[config.mk]
export PLATFORM = sky130hd
export DESIGN_NAME = intc_two_level
export DESIGN_NICKNAME = d
export VERILOG_FILES = /design/src/rtl/intc_two_level.sv
export SDC_FILE = /design/constraint.sdc
export NUM_CORES = 1
export LEC_CHECK = 0
export ABC_AREA = 1
export BUFFER_PORTS_ARGS = -buffer_cell sky130_fd_sc_hd__buf_2
export CAP_MARGIN = 10
export CORE_MARGIN = 4
export CORE_UTILIZATION = 52
export CTS_BUF_LIST = sky130_fd_sc_hd__clkbuf_4
export DETAILED_ROUTE_END_ITERATION = 8
export HOLD_SLACK_MARGIN = 0.15
export PLACE_DENSITY = 0.73
export SYNTH_ARGS = -nofsm -noshare
export SYNTH_HDL_FRONTEND = slang
export SYNTH_SLANG_ARGS = --single-unit
[constraint.sdc]
create_clock -name clk -period 2.78 [get_ports clk]
set_input_delay 0.278 -clock clk [delete_from_list [all_inputs] [get_ports clk]]
set_output_delay 0.278 -clock clk [all_outputs]
set_load 0.02 [all_outputs]
[src/rtl/intc_two_level.sv]
`timescale 1ns/1ps
module intc_two_level #(
  parameter int NUM_SRC  = 8,
  parameter int NUM_GPIO = 28,
  parameter int DW       = 32,
  parameter int AW       = 3
) (
  input  logic                clk,
  input  logic                rst_n,
  input  logic [NUM_SRC-1:0]  src_in,
  input  logic [NUM_GPIO-1:0] gpio_pin,
  input  logic                wr_en,
  input  logic [AW-1:0]       wr_addr,
  input  logic [DW-1:0]       wr_data,
  input  logic [AW-1:0]       rd_addr,
  output logic [DW-1:0]       rd_data,
  output logic                fiq,
  output logic                irq
);
  localparam int NMOD = NUM_SRC + 1;

  logic [NMOD-1:0]     mod_en, mod_steer, pending;
  logic [NUM_GPIO-1:0] rise_en, fall_en, gsts, gen;
  logic [NUM_GPIO-1:0] sync1, sync2, prev, edge_hit;

  assign edge_hit = (sync2 & ~prev & rise_en) | (~sync2 & prev & fall_en);
  assign pending  = {|(gsts & gen), src_in};

  always_ff @(posedge clk or negedge rst_n) begin
    if (!rst_n) begin
      sync1 <= '0;
      sync2 <= '0;
      prev  <= '0;
    end else begin
      sync1 <= gpio_pin;
      sync2 <= sync1;
      prev  <= sync2;
    end
  end

  always_ff @(posedge clk or negedge rst_n) begin
    if (!rst_n) begin
      mod_en    <= '0;
      mod_steer <= '0;
      rise_en   <= '0;
      fall_en   <= '0;
      gen       <= '0;
    end else if (wr_en) begin
      case (wr_addr)
        AW'(0): mod_en    <= wr_data[NMOD-1:0];
        AW'(1): mod_steer <= wr_data[NMOD-1:0];
        AW'(3): rise_en   <= wr_data[NUM_GPIO-1:0];
        AW'(4): fall_en   <= wr_data[NUM_GPIO-1:0];
        AW'(6): gen       <= wr_data[NUM_GPIO-1:0];
        default: ;
      endcase
    end
  end

  logic [NUM_GPIO-1:0] w1c;
  assign w1c = (wr_en && wr_addr == AW'(5)) ? wr_data[NUM_GPIO-1:0] : '0;

  always_ff @(posedge clk or negedge rst_n) begin
    if (!rst_n) gsts <= '0;
    else        gsts <= (gsts & ~w1c) | edge_hit;
  end

  always_ff @(posedge clk or negedge rst_n) begin
    if (!rst_n) begin
      fiq <= 1'b0;
      irq <= 1'b0;
    end else begin
      fiq <= |(pending & mod_en & mod_steer);
      irq <= |(pending & mod_en & ~mod_steer);
    end
  end

  always_comb begin
    case (rd_addr)
      AW'(0):  rd_data = DW'(mod_en);
      AW'(1):  rd_data = DW'(mod_steer);
      AW'(2):  rd_data = DW'(pending);
      AW'(3):  rd_data = DW'(rise_en);
      AW'(4):  rd_data = DW'(fall_en);
      AW'(5):  rd_data = DW'(gsts);
      AW'(6):  rd_data = DW'(gen);
      default: rd_data = DW'(sync2);
    endcase
  end
endmodule

### After elaboration in Yosys (flattened, before gate mapping)

Index checks and enable logic that the tools add are counted.

* bits in registers: 216
* bits in latches: 0
* memory bits (writable): 0
* ROM bits: 0
* input port bits: 77
* output and inout port bits: 34
* word-level logic and storage cells: 50
* memories: 0

* add/sub/neg operators: 0
* multipliers: 0
* div/mod/pow operators: 0
* magnitude comparators: 0
* eq/ne operators: 11
* shifts and indexed selects: 0
* multiplexer cells: 2
* bitwise logic cells: 15
* reductions and logical operators: 11

Operator list (number)
* case mux 28 bit (7 select lines): 1
* AND 28 bit: 6
* inverter 28 bit: 3
* bitwise OR 28 bit: 2
* two-way mux 28 bit: 1
* OR reduction 28 bit: 1
* AND 9 bit: 3
* equality test 3 bit (second input constant): 6
* OR reduction 9 bit: 2
* AND reduction 2 bit: 5
* equality test 3 x 2 -> 1 bit (second input constant): 3
* inverter 9 bit: 1
* equality test 3 x 1 -> 1 bit (second input constant): 2
* zero test 3 bit: 2
* logical AND 1 bit: 1

### Depth between registers and ports, before layout

Gate-level depths: netlist of run 1.

* depth after elaboration: 6
* gate-level depth with buffers: 8
* depth with buffers taken out: 8

### Worst setup path after synthesis of run 1

Ideal clock, no wire load.

* path type: input-to-output
* start: in rd_addr[2]
* end: out rd_data[2]
* arrival: 1223 ps
* setup slack: 1279 ps
* stages on the path: 7
* cells stage by stage: buf_4 > buf_6 > clkbuf_1 > nand3_1 > nand2_1 > nor2_1 > nand3_1

* longest elaborated chain between the ends: 2

RTL lines
* start: declaration: RTL line 15 `input logic [AW-1:0] rd_addr,`
* equality test 3 bit, or another cell as far along: RTL line 79 `case (rd_addr)`
* case mux 28 bit (7 select lines) (*): RTL line 79
* end: declaration: RTL line 16 `output logic [DW-1:0] rd_data,`

Mark *: on every way between the ends. The rest lies on a longest branch, timed or not.

### Worst setup path after layout of run 1

* start: reg gen[27]
* end: out rd_data[8]

* longest elaborated chain between the ends: 3

RTL lines
* start: declaration: RTL line 23 `logic [NUM_GPIO-1:0] rise_en, fall_en, gsts, gen;`
* start signal: assignment: RTL line 54 `AW'(6): gen <= wr_data[NUM_GPIO-1:0];`
* AND 28 bit: RTL line 27 `assign pending = {|(gsts & gen), src_in};`
* OR reduction 28 bit: RTL line 27
* case mux 28 bit (7 select lines): RTL line 79

No other way between the ends.

==> results of run 1 <==
==> power groups by stage <==
stage | clock, uW | sequential (uW) | combinational, uW
6_report | 2630 | 3880 | 1230
3_3_place_gp | 0 | 3920 | 1120
2_1_floorplan | 0 | 3870 | 763
5_1_grt | 2900 | 3940 | 1410
4_1_cts | 2710 | 3880 | 1240
3_5_place_dp | 0 | 3930 | 1150
==> sequential cells by signal, summed over array words and instances, names as in the netlist <==
register and cells:
sync1 28, fall_en 28, prev 28, gsts 28, sync2 28, mod_en 9
irq 1, gen 28, mod_steer 9, fiq 1, rise_en 28
==> cell type report <==
cell class | count | area share
clock buffers | 83 | 0.0567
clock inverters | 6 | 0.00490
multi-input cells | 604 | 0.261
flip-flops and latches | 216 | 0.492
repair buffers | 175 | 0.115
inverters | 134 | 0.0458
well taps | 220 | 0.0251
==> metal layers <==
metal  track usage  share of wire  vias up
met5             0              0        -
met4        0.0852          0.025        0
met3        0.0473          0.078       47
met2         0.347           0.45      299
met1         0.319           0.44     3469
li1              -              -     3645
==> critical path: cells and delay by family, from the launching register on <==
| kind | cells | cell delay (ps) |
|---|---|---|
| simple gates | 8 | 810 |
| flops | 1 | 400 |
| buf+inv | 1 | 190 |
==> Yosys cell counts (all sizes together) <==
cell / n
a21oi: 7
buf: 23
clkbuf: 18
conb: 1
dfrtp: 216
inv: 134
nand2: 268
nand3: 66
nand4: 16
nor2: 36
nor3: 2
o21ai: 150
o221ai: 16
o22ai: 27
o311ai: 12
==> per-stage QoR <==
stage,std cells,area (um^2),worst slack (ps)
6_report,1438,11000,441
5_1_grt,1438,11000,239
2_1_floorplan,995,9010,1280
3_5_place_dp,1286,9680,567
4_1_cts,1438,11000,411
3_3_place_gp,1286,9680,576
==> final timing paths <==
kind	start	endpoint	slack (ps)	cells after the start
max in group asynchronous	rst_n	sync1[10]$_DFF_PN0_	1750	3
min in group clk	gpio_pin[26]	sync1[26]$_DFF_PN0_	250	2
hold / removal	rst_n	rise_en[0]$_DFFE_PN0P_	220	2
hold reg to reg	sync1[16]$_DFF_PN0_	sync2[16]$_DFF_PN0_	340	0
setup / recovery	gen[27]$_DFFE_PN0P_	rd_data[8]	440	9
setup reg to reg	mod_en[3]$_DFFE_PN0P_	fiq$_DFF_PN0_	750	6
==> kinds of logic after synthesis <==
group | count (synthesis) | synth area share
flops | 216 | 0.600
other cells | 1 | 0.000417
compound gates | 212 | 0.134
simple gates | 388 | 0.181
buf+inv | 175 | 0.0837
==> run_results.csv, run 1 <==
group,metric,value,unit
status,outcome,"completed",
floorplanning,core_area,0.0168,mm^2
layout,fillCellCount,1446,
clock_network,h-tree-depth,2,
placed_design,gp_congestion,0.819,
floorplanning,boundaryPins,111,
grt,antenna_found_initial,0,
clock_network,cts_tree,"built",
layout,diodes,0,
sta,fin_crit,2340,ps
clock_network,cts-resized-gates,0,
floorplanning,rows,47,
synthesis,netlist_area,0.00900,mm^2
layout,utilization,0.656,
sta,tns,0,ps
detailed_routing,routedWlPerCell,14.9,um
power_and_ir_drop,p_seq_frac,0.501,
power_and_ir_drop,p_leak,0.00552,uW
critical_path,critical_path_class,"flop to primary output",
critical_path,end_kind,"primary output",
critical_path,max_stage_delay,400,ps
sta,slew_headroom,0.309,
synthesis,synth-seq-cells,216,
detailed_routing,remaining_drc_errors,0,
power_and_ir_drop,ir_worst_vdd,408,uV
critical_path,cp_max_fo,3,
grt,grt_overflow,0,
placed_design,io_buffer_count,102,
grt,grt_pass1_wl,35700,um
synthesis,avgSynthCellArea,9.07,um^2
synthesis,syn_inst,992,
sta,whs,218,ps
flow_run,maxCapViolations,0,
layout,synthToLayoutAreaGrowth,22.1,%
layout,drive_gt1_frac,0.172,
clock_network,path_clk_slew,70,ps
layout,final_nets,1263,
clock_network,cts_max_path_buffers,3,
synthesis,synth_top_area_share,0.601,
power_and_ir_drop,power_frac_comb,0.159,
critical_path,cp_slowest_cell,"dfrtp_1",
critical_path,cp.arrival,2060,ps
layout,mostFrequentLayoutCells,"267 x nand2_1, 216 x dfrtp_1, 141 x o21ai_0",
critical_path,crit_path_cell_trace,"nand2_1, nand2_1, nor2_1, nand2_1, nor2_1, nand2_1, nand2_1, nand3_1, buf_2",
synthesis,yosysTopAreaCell,"dfrtp_1",
layout,multiInputGateArea,0.00286,mm^2
detailed_routing,totalWireLength,21500,um
sta,setup_viol,0,
floorplanning,initial_core_util,0.537,
power_and_ir_drop,internal-power,5510,uW
synthesis,synthDistinctLibCells,30,
power_and_ir_drop,clkPwrFrac,0.340,
synthesis,ys_warn_count,0,
grt,grt_pass1_vias,7196,
detailed_routing,drtPass1Iterations,5,
sta,fmaxAchievable,428,MHz
power_and_ir_drop,p_sw_frac,0.289,
sta,rsz0062_at_grt,"false",
sta,tightestPinTransition,1040,ps
layout,regArea,0.00541,mm^2
floorplanning,dieWidth,140,um
sta,finalHoldViolCount,0,
floorplanning,die_y,140,um
power_and_ir_drop,total_power,7750,uW
detailed_routing,route.antenna.remaining_nets,0,
detailed_routing,drt_iter0_drc,494,
placed_design,dp_hpwl,13100,um
sta,fin_crit_sh,0.841,
clock_network,clk_latency,660,ps
critical_path,worstPathRequired,2500,ps
power_and_ir_drop,p_sw,2240,uW
detailed_routing,dr_total_vias,7460,
layout,mostFrequentLayoutCell,"nand2_1",
sta,drv_slew,0,
clock_network,postCtsSetupBuffers,0,
detailed_routing,vias_per_cell,5.19,
floorplanning,die_area,0.0195,mm^2
synthesis,yosysSeqAreaShare,0.601,
clock_network,cts_buffers,55,
hold_path,min_path_type,"input pin to async pin",
critical_path,crit_top_cell,"nand2_1",
clock_network,postCtsHoldBufs,63,
clock_network,cts.sink_count,216,
sta,finClkSkew,20.8,ps
power_and_ir_drop,p_per_area,705,mW/mm^2
clock_network,cts-root-buf,"clkbuf_4",
grt,grt_max_degree,91,
critical_path,cp-start-kind,"flop",
synthesis,ys_top_cells_by_area,"dfrtp_1 60%, nand2_1 11%, o21ai_0 7.8%, inv_1 5.5%, nand3_1 3.6%",
grt,gr-usage-all-layers,0.225,
(Power assumes the default switching activity.)
==> run 2, diff against run 1 <==
--- a/config.mk
+++ b/config.mk
@@ -13,7 +13,7 @@
 export CTS_BUF_LIST = sky130_fd_sc_hd__clkbuf_4
 export DETAILED_ROUTE_END_ITERATION = 8
 export HOLD_SLACK_MARGIN = 0.15
-export PLACE_DENSITY = 0.73
+export PLACE_DENSITY = 0.75
 export SYNTH_ARGS = -nofsm -noshare
 export SYNTH_HDL_FRONTEND = slang
 export SYNTH_SLANG_ARGS = --single-unit
==> constraint.sdc (replaced) <==
create_clock -name clk -period 2.06 [get_ports clk]
set_input_delay 0.206 -clock clk [delete_from_list [all_inputs] [get_ports clk]]
set_output_delay 0.206 -clock clk [all_outputs]
set_load 0.02 [all_outputs]
==> run_results.csv, run 2 (same netlist as run 1, synthesis figures left out) <==
group,metric,value,unit
status,outcome,"complete, but fails checks",
status,violations,"negative setup slack",
flow_run,maxCapViolations,0,
sta,fin_crit,2120,ps
sta,finalHoldViolCount,0,
layout,drive_gt1_frac,0.206,
detailed_routing,dr_total_vias,7797,
detailed_routing,drtPass1Iterations,5,
sta,fmaxAchievable,472,MHz
placed_design,gp_congestion,0.866,
power_and_ir_drop,p_per_area,933,mW/mm^2
floorplanning,boundaryPins,111,
floorplanning,rows,47,
power_and_ir_drop,p_sw,3180,uW
power_and_ir_drop,ir_worst_vdd,591,uV
critical_path,worstPathRequired,2610,ps
grt,gr-usage-all-layers,0.244,
clock_network,cts-root-buf,"clkbuf_4",
detailed_routing,route.antenna.remaining_nets,0,
grt,grt_pass1_vias,7890,
detailed_routing,routedWlPerCell,15.5,um
sta,setup_viol,3,
critical_path,end_kind,"flop",
sta,rsz0062_at_grt,"true",
sta,finalWorstSetupSlack,-58.7,ps
detailed_routing,remaining_drc_errors,0,
power_and_ir_drop,p_sw_frac,0.295,
critical_path,max_stage_delay,420,ps
layout,regArea,0.00541,mm^2
grt,grt_max_degree,62,
placed_design,dpl.cell_count,1299,
hold_path,min_path_type,"input pin to flop",
floorplanning,initial_core_util,0.537,
clock_network,h-tree-depth,2,
power_and_ir_drop,power_frac_comb,0.172,
floorplanning,die_area,0.0195,mm^2
sta,drv_slew,0,
sta,fin_crit_sh,1.03,
critical_path,cp.arrival,2670,ps
power_and_ir_drop,total_power,10800,uW
clock_network,cts.sink_count,216,
sta,whs,186,ps
floorplanning,dieWidth,140,um
grt,grt_pass1_wl,39000,um
clock_network,path_clk_slew,60,ps
layout,mostFrequentLayoutCells,"256 x nand2_1, 216 x dfrtp_1, 140 x o21ai_0",
critical_path,cp_max_fo,3,
power_and_ir_drop,p_leak,0.00580,uW
layout,layout.cells.non_filler,1495,
floorplanning,core_area,0.0168,mm^2
detailed_routing,totalWireLength,23100,um
sta,tightestPinTransition,595,ps
sta,tns,-159,ps
clock_network,cts_max_path_buffers,3,
detailed_routing,vias_per_cell,5.22,
layout,diodes,0,
sta,finClkSkew,29.4,ps
clock_network,clk_latency,670,ps
layout,synthToLayoutAreaGrowth,28.6,%
critical_path,cp_slowest_cell,"dfrtp_1",
placed_design,dpl-instance-area,0.00980,mm^2
power_and_ir_drop,internal-power,7610,uW
critical_path,crit_top_cell,"buf_4",
power_and_ir_drop,clkPwrFrac,0.340,
layout,mostFrequentLayoutCell,"nand2_1",
grt,grt_overflow,0,
grt,antenna_found_initial,0,
critical_path,critical_path_class,"flop to flop",
placed_design,dp_hpwl,14100,um
layout,multiInputGateArea,0.00293,mm^2
placed_design,io_buffer_count,102,
clock_network,cts_buffers,55,
power_and_ir_drop,p_seq_frac,0.487,
clock_network,cts_tree,"built",
critical_path,cp-start-kind,"flop",
sta,slew_headroom,0.601,
critical_path,crit_path_cell_trace,"nand2_1, nand2_2, nor2_2, nand2_1, nor2_2, nand2_2, buf_4, buf_4, buf_4, buf_4, buf_4, buf_4, buf_4, buf_6, nand3_2, nand2_1",
layout,fillCellCount,1319,
layout,final_area,0.0116,mm^2
floorplanning,die_y,140,um
detailed_routing,drt_iter0_drc,591,
layout,final_nets,1317,
==> run 2: cell count changes in the layout (fill, tap and decap cells not counted), sizes merged <==
cell / previous run / this run
buf: 112 / 147
dlygate4sd3: 63 / 82
clkinv: 4 / 11
clkbuf: 83 / 79
bufinv: 1 / 2
inv: 135 / 134
==> run 2: power groups by stage <==
stage / logic (uW) / registers [uW] / clock network (uW)
after detailed placement: 1560 / 5320 / 0
after floorplan: 1030 / 5220 / 0
after global placement: 1520 / 5290 / 0
after global routing: 2120 / 5340 / 4020
final: 1860 / 5260 / 3680
after CTS: 1810 / 5240 / 3760
==> run 2: path summary, 6_finish.rpt <==
kind	start	to	slack [ps]	cells past startpoint
min in group asynchronous	rst_n	prev[1]$_DFF_PN0_	680	4
min reg2reg	sync1[1]$_DFF_PN0_	sync2[1]$_DFF_PN0_	340	0
max in group asynchronous	rst_n	fall_en[9]$_DFFE_PN0P_	990	4
min	gpio_pin[0]	sync1[0]$_DFF_PN0_	190	2
max	gsts[0]$_DFF_PN0_	fiq$_DFF_PN0_	-60	16
max reg2reg	gsts[0]$_DFF_PN0_	fiq$_DFF_PN0_	-60	16
==> run 2: per-layer routing <==
metal | track usage | wire (um)
met1 | 0.332 | 9980
met2 | 0.393 | 11000
met3 | 0.0511 | 1660
met5 | 0 | 0
met4 | 0.0862 | 489
==> run 2: what timing repair did <==
| action | CTS | global route |
|---|---|---|
| pin swaps | 13 | 12 |
| endpoints found under the setup margin | 1 | 5 |
| hold buffers | 83 | 0 |
| resized for setup | 17 | 11 |
| endpoints found under the hold margin | 376 | 0 |
| setup buffers | 17 | 4 |
==> run 2: final cells by class <==
| type | instances | area share |
|---|---|---|
| inverters | 134 | 0.0434 |
| flip-flops and latches | 216 | 0.467 |
| clock inverters | 13 | 0.00897 |
| well taps | 220 | 0.0238 |
| multi-input cells | 604 | 0.253 |
| clock buffers | 79 | 0.0512 |
| repair buffers | 229 | 0.153 |
==> run 2: through the flow <==
step,utilization,setup WS [ps]
2_1_floorplan,-,703
3_3_place_gp,0.585,351
3_5_place_dp,0.585,347
4_1_cts,0.687,-93.0
5_1_grt,0.691,-215
6_report,0.691,-58.7
==> run 2: worst max-delay path: cells and delay by family, from the launching register on <==
kind | cells | cell delay [ps]
buffers and inverters | 8 | 970
and+or+nand+nor | 8 | 610
DFF | 1 | 420
